<file path="config.mk">
export PLATFORM = sky130hd
export DESIGN_NAME = dma_sec_guard
export DESIGN_NICKNAME = d
export VERILOG_FILES = /design/src/rtl/dsg_pkg.sv /design/src/rtl/dsg_policy.sv /design/src/rtl/dsg_req_track.sv /design/src/rtl/dsg_channel.sv /design/src/rtl/dma_sec_guard.sv
export SDC_FILE = /design/constraint.sdc
export NUM_CORES = 1
export LEC_CHECK = 0
export CAP_MARGIN = 10
export CELL_PAD_IN_SITES_DETAIL_PLACEMENT = 2
export CELL_PAD_IN_SITES_GLOBAL_PLACEMENT = 2
export CORE_ASPECT_RATIO = 2
export CORE_MARGIN = 8
export CORE_UTILIZATION = 27
export CTS_CLUSTER_SIZE = 30
export DETAILED_ROUTE_END_ITERATION = 12
export PLACE_DENSITY_LB_ADDON = 0.1
export SKIP_LAST_GASP = 1
export SLEW_MARGIN = 40
export SYNTH_ARGS = -nofsm -noshare
export SYNTH_HDL_FRONTEND = slang
export SYNTH_SLANG_ARGS = --single-unit
</file>
<file path="constraint.sdc">
create_clock -name clk -period 2.73 [get_ports clk]
set_input_delay 0.546 -clock clk [delete_from_list [all_inputs] [get_ports clk]]
set_output_delay 0.546 -clock clk [all_outputs]
set_load 0.05 [all_outputs]
</file>
<file path="src/rtl/dsg_pkg.sv">
// Shared encodings of the DMA channel security fault checker.
// Assumes: instruction classes and channel states are fixed encodings seen at the ports.
package dsg_pkg;
    typedef enum logic [2:0] {
        OP_WAIT  = 3'd0,
        OP_LOAD  = 3'd1,
        OP_STORE = 3'd2,
        OP_FLUSH = 3'd3,
        OP_CTRL  = 3'd4
    } op_kind_t;

    typedef enum logic [1:0] {
        CH_EXEC    = 2'd0,
        CH_WAIT    = 2'd1,
        CH_FCOMP   = 2'd2,
        CH_FAULTED = 2'd3
    } ch_state_t;
endpackage

</file>
<file path="src/rtl/dsg_policy.sv">
// Security decision for one decoded instruction.
// Assumes: purely combinational; the caller qualifies with issue acceptance.
module dsg_policy
    import dsg_pkg::*;
(
    input  op_kind_t kind,
    input  logic     thread_ns,
    input  logic     periph_ns_bit,
    input  logic     ccr_secure,
    output logic     fault_periph,
    output logic     fault_rdwr,
    output logic     permit
);
    logic is_periph_op;

    // Classify the instruction and test it against the security settings.
    always_comb begin
        is_periph_op = (kind == OP_WAIT) || (kind == OP_LOAD) ||
                       (kind == OP_STORE) || (kind == OP_FLUSH);
        fault_periph = thread_ns && is_periph_op && !periph_ns_bit;
        fault_rdwr   = thread_ns && (kind == OP_CTRL) && ccr_secure;
        permit       = !(fault_periph || fault_rdwr);
    end
endmodule

</file>
<file path="src/rtl/dsg_req_track.sv">
// Stored peripheral request flags with flush and consume handling.
// Assumes: a flush in the same cycle as a request or a consume overrides both.
module dsg_req_track #(
    parameter int NUM_PERIPH = 8
) (
    input  logic                  clk,
    input  logic                  rst_n,
    input  logic [NUM_PERIPH-1:0] req_in,
    input  logic [NUM_PERIPH-1:0] flush_vec,
    input  logic [NUM_PERIPH-1:0] consume_vec,
    output logic [NUM_PERIPH-1:0] pend_q,
    output logic [NUM_PERIPH-1:0] avail
);
    // Requests visible to waiting channels exclude those being flushed now.
    always_comb avail = pend_q & ~flush_vec;

    // Collect new requests, drop consumed ones, flush clears everything for its peripheral.
    always_ff @(posedge clk) begin
        if (!rst_n) pend_q <= '0;
        else        pend_q <= ((pend_q & ~consume_vec) | req_in) & ~flush_vec;
    end
endmodule

</file>
<file path="src/rtl/dsg_channel.sv">
// State, fault-type record and pending acknowledgement of one DMA channel.
// Assumes: go is high only when the channel is executing and not being killed.
module dsg_channel
    import dsg_pkg::*;
#(
    parameter int NUM_PERIPH = 8,
    localparam int PERIPH_W  = $clog2(NUM_PERIPH)
) (
    input  logic                  clk,
    input  logic                  rst_n,
    input  logic                  go,
    input  op_kind_t              kind,
    input  logic [PERIPH_W-1:0]   periph,
    input  logic                  fault_periph,
    input  logic                  fault_rdwr,
    input  logic [NUM_PERIPH-1:0] avail,
    input  logic                  xfer_done,
    input  logic                  drain_done,
    input  logic                  kill,
    output ch_state_t             state_q,
    output logic                  periph_err_q,
    output logic                  rdwr_err_q,
    output logic [NUM_PERIPH-1:0] consume,
    output logic                  ack_valid_q,
    output logic [PERIPH_W-1:0]   ack_periph_q
);
    logic [PERIPH_W-1:0] wait_p_q;
    logic                ack_armed_q;
    logic                req_seen;

    // A waiting channel sees its peripheral's request when it is stored and not flushed.
    always_comb begin
        req_seen = (state_q == CH_WAIT) && avail[wait_p_q] && !kill;
        consume  = '0;
        if (req_seen) consume[wait_p_q] = 1'b1;
    end

    // Channel sequencing, fault recording and acknowledgement arming.
    always_ff @(posedge clk) begin
        if (!rst_n || kill) begin
            state_q      <= CH_EXEC;
            periph_err_q <= 1'b0;
            rdwr_err_q   <= 1'b0;
            wait_p_q     <= '0;
            ack_armed_q  <= 1'b0;
            ack_valid_q  <= 1'b0;
            ack_periph_q <= '0;
        end else begin
            ack_valid_q <= ack_armed_q && xfer_done;
            if (ack_armed_q && xfer_done) ack_armed_q <= 1'b0;
            unique case (state_q)
                CH_EXEC: if (go) begin
                    if (fault_periph || fault_rdwr) begin
                        state_q      <= CH_FCOMP;
                        periph_err_q <= periph_err_q | fault_periph;
                        rdwr_err_q   <= rdwr_err_q | fault_rdwr;
                    end else if (kind == OP_WAIT) begin
                        state_q  <= CH_WAIT;
                        wait_p_q <= periph;
                    end else if (kind == OP_LOAD || kind == OP_STORE) begin
                        ack_armed_q  <= 1'b1;
                        ack_periph_q <= periph;
                    end
                end
                CH_WAIT:    if (req_seen) state_q <= CH_EXEC;
                CH_FCOMP:   if (drain_done) state_q <= CH_FAULTED;
                CH_FAULTED: state_q <= CH_FAULTED;
                default:    state_q <= CH_EXEC;
            endcase
        end
    end
endmodule

</file>
<file path="src/rtl/dma_sec_guard.sv">
// Top of the DMA channel security fault checker: accepts one decoded instruction
// per cycle, applies the security policy, and keeps per-channel fault records.
// Assumes: peripheral security bits are fixed after reset; one issue per cycle.
module dma_sec_guard
    import dsg_pkg::*;
#(
    parameter int NUM_CH     = 4,
    parameter int NUM_PERIPH = 8,
    localparam int CH_W      = $clog2(NUM_CH),
    localparam int PERIPH_W  = $clog2(NUM_PERIPH)
) (
    input  logic                  clk,
    input  logic                  rst_n,
    input  logic [NUM_PERIPH-1:0] periph_ns_cfg,
    input  logic [NUM_CH-1:0]     ch_nonsecure,
    input  logic                  issue_valid,
    input  logic [CH_W-1:0]       issue_ch,
    input  logic [2:0]            issue_kind,
    input  logic [PERIPH_W-1:0]   issue_periph,
    input  logic                  ccr_secure,
    input  logic [NUM_PERIPH-1:0] periph_req,
    input  logic [NUM_CH-1:0]     xfer_done,
    input  logic [NUM_CH-1:0]     drain_done,
    input  logic                  kill_valid,
    input  logic [CH_W-1:0]       kill_ch,
    output logic [2*NUM_CH-1:0]   ch_state,
    output logic [NUM_CH-1:0]     fault_src,
    output logic [NUM_CH-1:0]     periph_err,
    output logic [NUM_CH-1:0]     rdwr_err,
    output logic [NUM_PERIPH-1:0] req_pending,
    output logic [NUM_PERIPH-1:0] periph_ack,
    output logic [NUM_PERIPH-1:0] flush_resend,
    output logic                  op_nop,
    output logic                  ccr_write_en
);
    op_kind_t                              kind;
    logic [NUM_PERIPH-1:0]                 ns_q;
    logic                                  thread_ns;
    logic                                  fault_periph, fault_rdwr, permit;
    logic                                  accepted, fault_any;
    logic [NUM_PERIPH-1:0]                 flush_vec, avail, consume_all;
    ch_state_t                             st   [NUM_CH];
    logic [NUM_CH-1:0][NUM_PERIPH-1:0]     consume_arr;
    logic [NUM_CH-1:0]                     ack_v;
    logic [NUM_CH-1:0][PERIPH_W-1:0]       ack_p;

    assign kind      = op_kind_t'(issue_kind);
    assign thread_ns = ch_nonsecure[issue_ch];

    // Capture peripheral security bits only while reset is held.
    always_ff @(posedge clk) begin
        if (!rst_n) ns_q <= periph_ns_cfg;
    end

    dsg_policy i_policy (
        .kind          (kind),
        .thread_ns     (thread_ns),
        .periph_ns_bit (ns_q[issue_periph]),
        .ccr_secure    (ccr_secure),
        .fault_periph  (fault_periph),
        .fault_rdwr    (fault_rdwr),
        .permit        (permit)
    );

    // Accept an issue only for an executing channel that is not being killed.
    always_comb begin
        accepted  = issue_valid && (st[issue_ch] == CH_EXEC) &&
                    !(kill_valid && (kill_ch == issue_ch));
        fault_any = accepted && !permit;
        flush_vec = '0;
        if (accepted && permit && kind == OP_FLUSH) flush_vec[issue_periph] = 1'b1;
    end

    dsg_req_track #(.NUM_PERIPH(NUM_PERIPH)) i_req (
        .clk         (clk),
        .rst_n       (rst_n),
        .req_in      (periph_req),
        .flush_vec   (flush_vec),
        .consume_vec (consume_all),
        .pend_q      (req_pending),
        .avail       (avail)
    );

    for (genvar c = 0; c < NUM_CH; c++) begin : g_ch
        dsg_channel #(.NUM_PERIPH(NUM_PERIPH)) i_ch (
            .clk          (clk),
            .rst_n        (rst_n),
            .go           (accepted && (issue_ch == CH_W'(c))),
            .kind         (kind),
            .periph       (issue_periph),
            .fault_periph (fault_periph),
            .fault_rdwr   (fault_rdwr),
            .avail        (avail),
            .xfer_done    (xfer_done[c]),
            .drain_done   (drain_done[c]),
            .kill         (kill_valid && (kill_ch == CH_W'(c))),
            .state_q      (st[c]),
            .periph_err_q (periph_err[c]),
            .rdwr_err_q   (rdwr_err[c]),
            .consume      (consume_arr[c]),
            .ack_valid_q  (ack_v[c]),
            .ack_periph_q (ack_p[c])
        );
        assign ch_state[2*c +: 2] = st[c];
    end

    // Merge per-channel consumes and acknowledgements into peripheral vectors.
    always_comb begin
        consume_all = '0;
        periph_ack  = '0;
        for (int c = 0; c < NUM_CH; c++) begin
            consume_all = consume_all | consume_arr[c];
            if (ack_v[c]) periph_ack[ack_p[c]] = 1'b1;
        end
    end

    // Shared fault-source record and one-cycle result strobes.
    always_ff @(posedge clk) begin
        if (!rst_n) begin
            fault_src    <= '0;
            op_nop       <= 1'b0;
            ccr_write_en <= 1'b0;
            flush_resend <= '0;
        end else begin
            for (int c = 0; c < NUM_CH; c++) begin
                if (kill_valid && kill_ch == CH_W'(c))        fault_src[c] <= 1'b0;
                else if (fault_any && issue_ch == CH_W'(c))   fault_src[c] <= 1'b1;
            end
            op_nop       <= fault_any;
            ccr_write_en <= accepted && permit && (kind == OP_CTRL);
            flush_resend <= flush_vec;
        end
    end
endmodule

</file>
==> impl_results.md <==
- RSZ-0062 raised after global routing: yes
- Global-route wire length before repair: 30100 microns
- Largest net degree at the start of global routing: 15
- CTS clk-pin slew, worst paths: 70 ps
- Endpoint class of the critical path: register
- Fmax: 375 MHz
- Placement Rows: 65
- Top-area cell type share of the netlist area: 0.327
- Crit path buffers/inverters: 5
- Final cell count without fillers: 879
- # hold bufs at CTS: 0
- Distinct cells, synth: 70
- Share of layout cells above drive strength 1: 0.248
- Slew Viols, Final: 0
- HPWL after detailed placement: 15100 microns
- Chip Width: 105 microns
- Post-synthesis simple-gate area fraction: 0.273
- Met2 Wirelength: 9600 microns
- Compound-Gate Fraction of Synth Area: 0.192
- Tightest Pin Transition: 542 ps
- CP startpoint: ch_nonsecure[1]
- Synth warn: 0
- Deepest clock path buffer count: 2
- CP max stage delay: 470 ps
- Slowest cell on the critical path: mux4_2
- CTS tree: built
- DRC viols: 0
- Area added between synthesis and finish: 51.3%
- Syn nets: 548
- Hold_sp: g_ch[1].i_ch.ack_armed_q
- Main combinational cell family by area after synthesis: simple AND/OR/NAND/NOR gates
- Wl on met1: 8720 microns
- Post-synth EDFFs: 8
- Top routing layer in use: met4
- Clk sinks: 78
- Skew final: 7.00 ps
- WP data required: 3000 ps
- Port bufs: 88
- Diodes inserted: 0
- Total congestion overflow: 0
- Crit-path max FO: 5
- Gpl congestion: 0.903
- Pwr Density: 462 nW/um^2
- FF+latch count, synth: 78
- Reg2Reg Setup Slack: 160 ps
- Delay-heaviest family, CP: compound AO/OA/AOI/OAI gates
- Die span in y: 194 microns
- Met3 routed WL: 786 microns
- WHS Endpoint: g_ch[1].i_ch.ack_valid_q
- Leak: 2.57 nW
- Final setup violating endpoints: 0
- Detailed-route via count: 4676
- Fillers: 1777
- Dominant cell type by area after synthesis: dfxtp_1
- Initial Util: 0.274
- Post-synthesis mux area share: 0.0792
- Hold/Removal Path Class: reg -> reg
- Critical path depth: 12
- Core Region: 15600 sq um
- VDD IR max: 0.000264 V
- Post-layout min period: 2660 ps
- Startpoint Class: input port
- Setup ws final: 66.4 ps
- Sequential cell area fraction in the yosys report: 0.383
- Commonest cells in the synthesized netlist: dfxtp_1 (70), nor2_1 (67), nand2_1 (45)
- Vias in the first global route: 5083
- GRT Overall Usage: 0.190
- Synth Flop Type: dfxtp_1
- Cell Area, Synth: 4280 sq um
- Cells after DPL: 851
- Nets: 716
- Worst Path Arrival: 2930 ps
- H-tree depth: 3
- Area contributors post-synth: dfxtp_1 (33%), mux2i_1 (6.1%), nor2_1 (5.9%)
- I/O Pins: 89
- Synthesized instance count: 505
- Post-synthesis xor/xnor area fraction: 0.0102
- Initial antenna violation count: 0
- Final instance area: 6480 sq um
- RR Endpoint: g_ch[1].i_ch.state_q[0]
- Worst Setup Slack post-DPL: -706 ps
- Status: complete, no violations
- Slew margin rel.: 0.638
- Initial DRT Pass Iterations: 4
- Multi-input gate area: 2500 sq um
- Placed cell area: 5970 sq um
- Die area: 20400 sq um
- CP Class: in -> reg
- Cell with the most instances after synthesis: dfxtp_1
- Synth Area in Adders: 0
- Post-DRT Antenna Nets: 0
- CTS buffer count: 9
- Reg2reg start: ns_q[7]
- Wire per inst: 22.3 microns
- Post-synth ARST share: 0
- Hold Path Depth: 2
- Maxcap violations: 0
- Worst path cell trace: clkdlybuf4s15_1 -> mux4_2 -> o211a_1 -> a21o_4 -> buf_6 -> clkbuf_16 -> o31a_1 -> buf_4 -> buf_4 -> a31oi_1 -> o211ai_1 -> a31oi_1
- Clk_lat worst skew: 340 ps
- Overall routed net length: 19600 microns
- Cells on worst reg2reg path: 12
- Syn Area/Cell: 8.48 sq um
- CTS Root Cell: clkbuf_16
- Fin. Hold Viols: 0
- DR vias/cell: 5.32
- Final period utilization: 0.976
- Reg area: 1640 sq um
- DRC marker count from the first detailed-route iteration: 190
layout by cell type (no fill, tap or decap), types with 9 or more instances in the layout:
cell type / netlist / layout
dfxtp_1: 70 / 70
nand3_1: 14 / 14
nand2b_1: 15 / 15
nor2b_1: 10 / 9
buf_4: 8 / 102
clkbuf_16: 0 / 10
a21oi_1: 30 / 30
a31oi_1: 12 / 12
mux2i_1: 26 / 26
nor2_1: 67 / 66
nand2_1: 45 / 45
nor3_1: 19 / 18
clkdlybuf4s50_1: 0 / 73
inv_1: 14 / 14
flip-flops by register name (all words and copies together), names as in the netlist:
signal / cells
g_ch.i_ch.ack_valid_q: 4
g_ch.i_ch.wait_p_q: 12
g_ch.i_ch.periph_err_q: 4
g_ch.i_ch.ack_periph_q: 12
fault_src: 4
op_nop: 1
ns_q: 8
g_ch.i_ch.state_q: 8
g_ch.i_ch.ack_armed_q: 4
flush_resend: 8
g_ch.i_ch.rdwr_err_q: 4
ccr_write_en: 1
i_req.pend_q: 8
worst max-delay path by stage:
| stage | end | slack (ps) |
|---|---|---|
| 6_report | i_req.pend_q[1] | 70 |
| 2_1_floorplan | i_req.pend_q[5] | -80 |
| 3_3_place_gp | g_ch[1].i_ch.state_q[0] | -640 |
| 3_5_place_dp | g_ch[1].i_ch.state_q[0] | -710 |
| 4_1_cts | g_ch[1].i_ch.state_q[0] | 5 |
| 5_1_grt | g_ch[0].i_ch.state_q[0] | -50 |
power by group:
| part | switching (W) | internal [W] | total (W) |
|---|---|---|---|
| logic | 0.000277 | 0.000252 | 0.000530 |
| registers | 0.0000303 | 0.00118 | 0.00121 |
| clock network | 0.000514 | 0.000735 | 0.00125 |
| total | 0.000822 | 0.00217 | 0.00299 |
stage by stage:
step	hold WS, ps	TNS, ps	power (W)	util
6_report	449	0	0.00299	0.415
3_3_place_gp	425	-15300	0.00172	0.382
5_1_grt	473	-45.2	0.00310	0.415
4_1_cts	455	0	0.00301	0.408
2_1_floorplan	417	-155	0.00144	-
3_5_place_dp	441	-17770	0.00173	0.382
cell families after synthesis:
family          count (synthesis)
simple gates                  224
compound gates                113
flops                          78
buf+inv                        53
mux                            32
xor+xnor                        5
layer usage:
layer | vias to the layer above | GRT usage
met2 | 135 | 0.318
met4 | 0 | 0.0740
met1 | 2336 | 0.230
li1 | 2173 | -
met3 | 32 | 0.0383
met5 | - | 0
cell type report:
cell class / instances / area share
tap: 201 / 0.0388
clock buffer: 11 / 0.0375
multi-input combinational: 374 / 0.386
clock inverter: 5 / 0.00889
timing repair buffer: 196 / 0.267
inverter: 14 / 0.00811
sequential: 78 / 0.253
what timing repair did:
| item | in CTS | in global routing |
|---|---|---|
| gates resized for setup | 23 | 24 |
| endpoints found under the setup margin | 16 | 12 |
| pin swaps | 4 | 10 |
| setup buffers | 8 | 3 |
| gates cloned | 0 | 1 |
worst min-delay path, cell delays in order (launching register included):
cell and delay, ps:
dfxtp_1 310, nand2_1 60, nor2_1 30
Note: power is estimated with default switching activity, not from simulation.
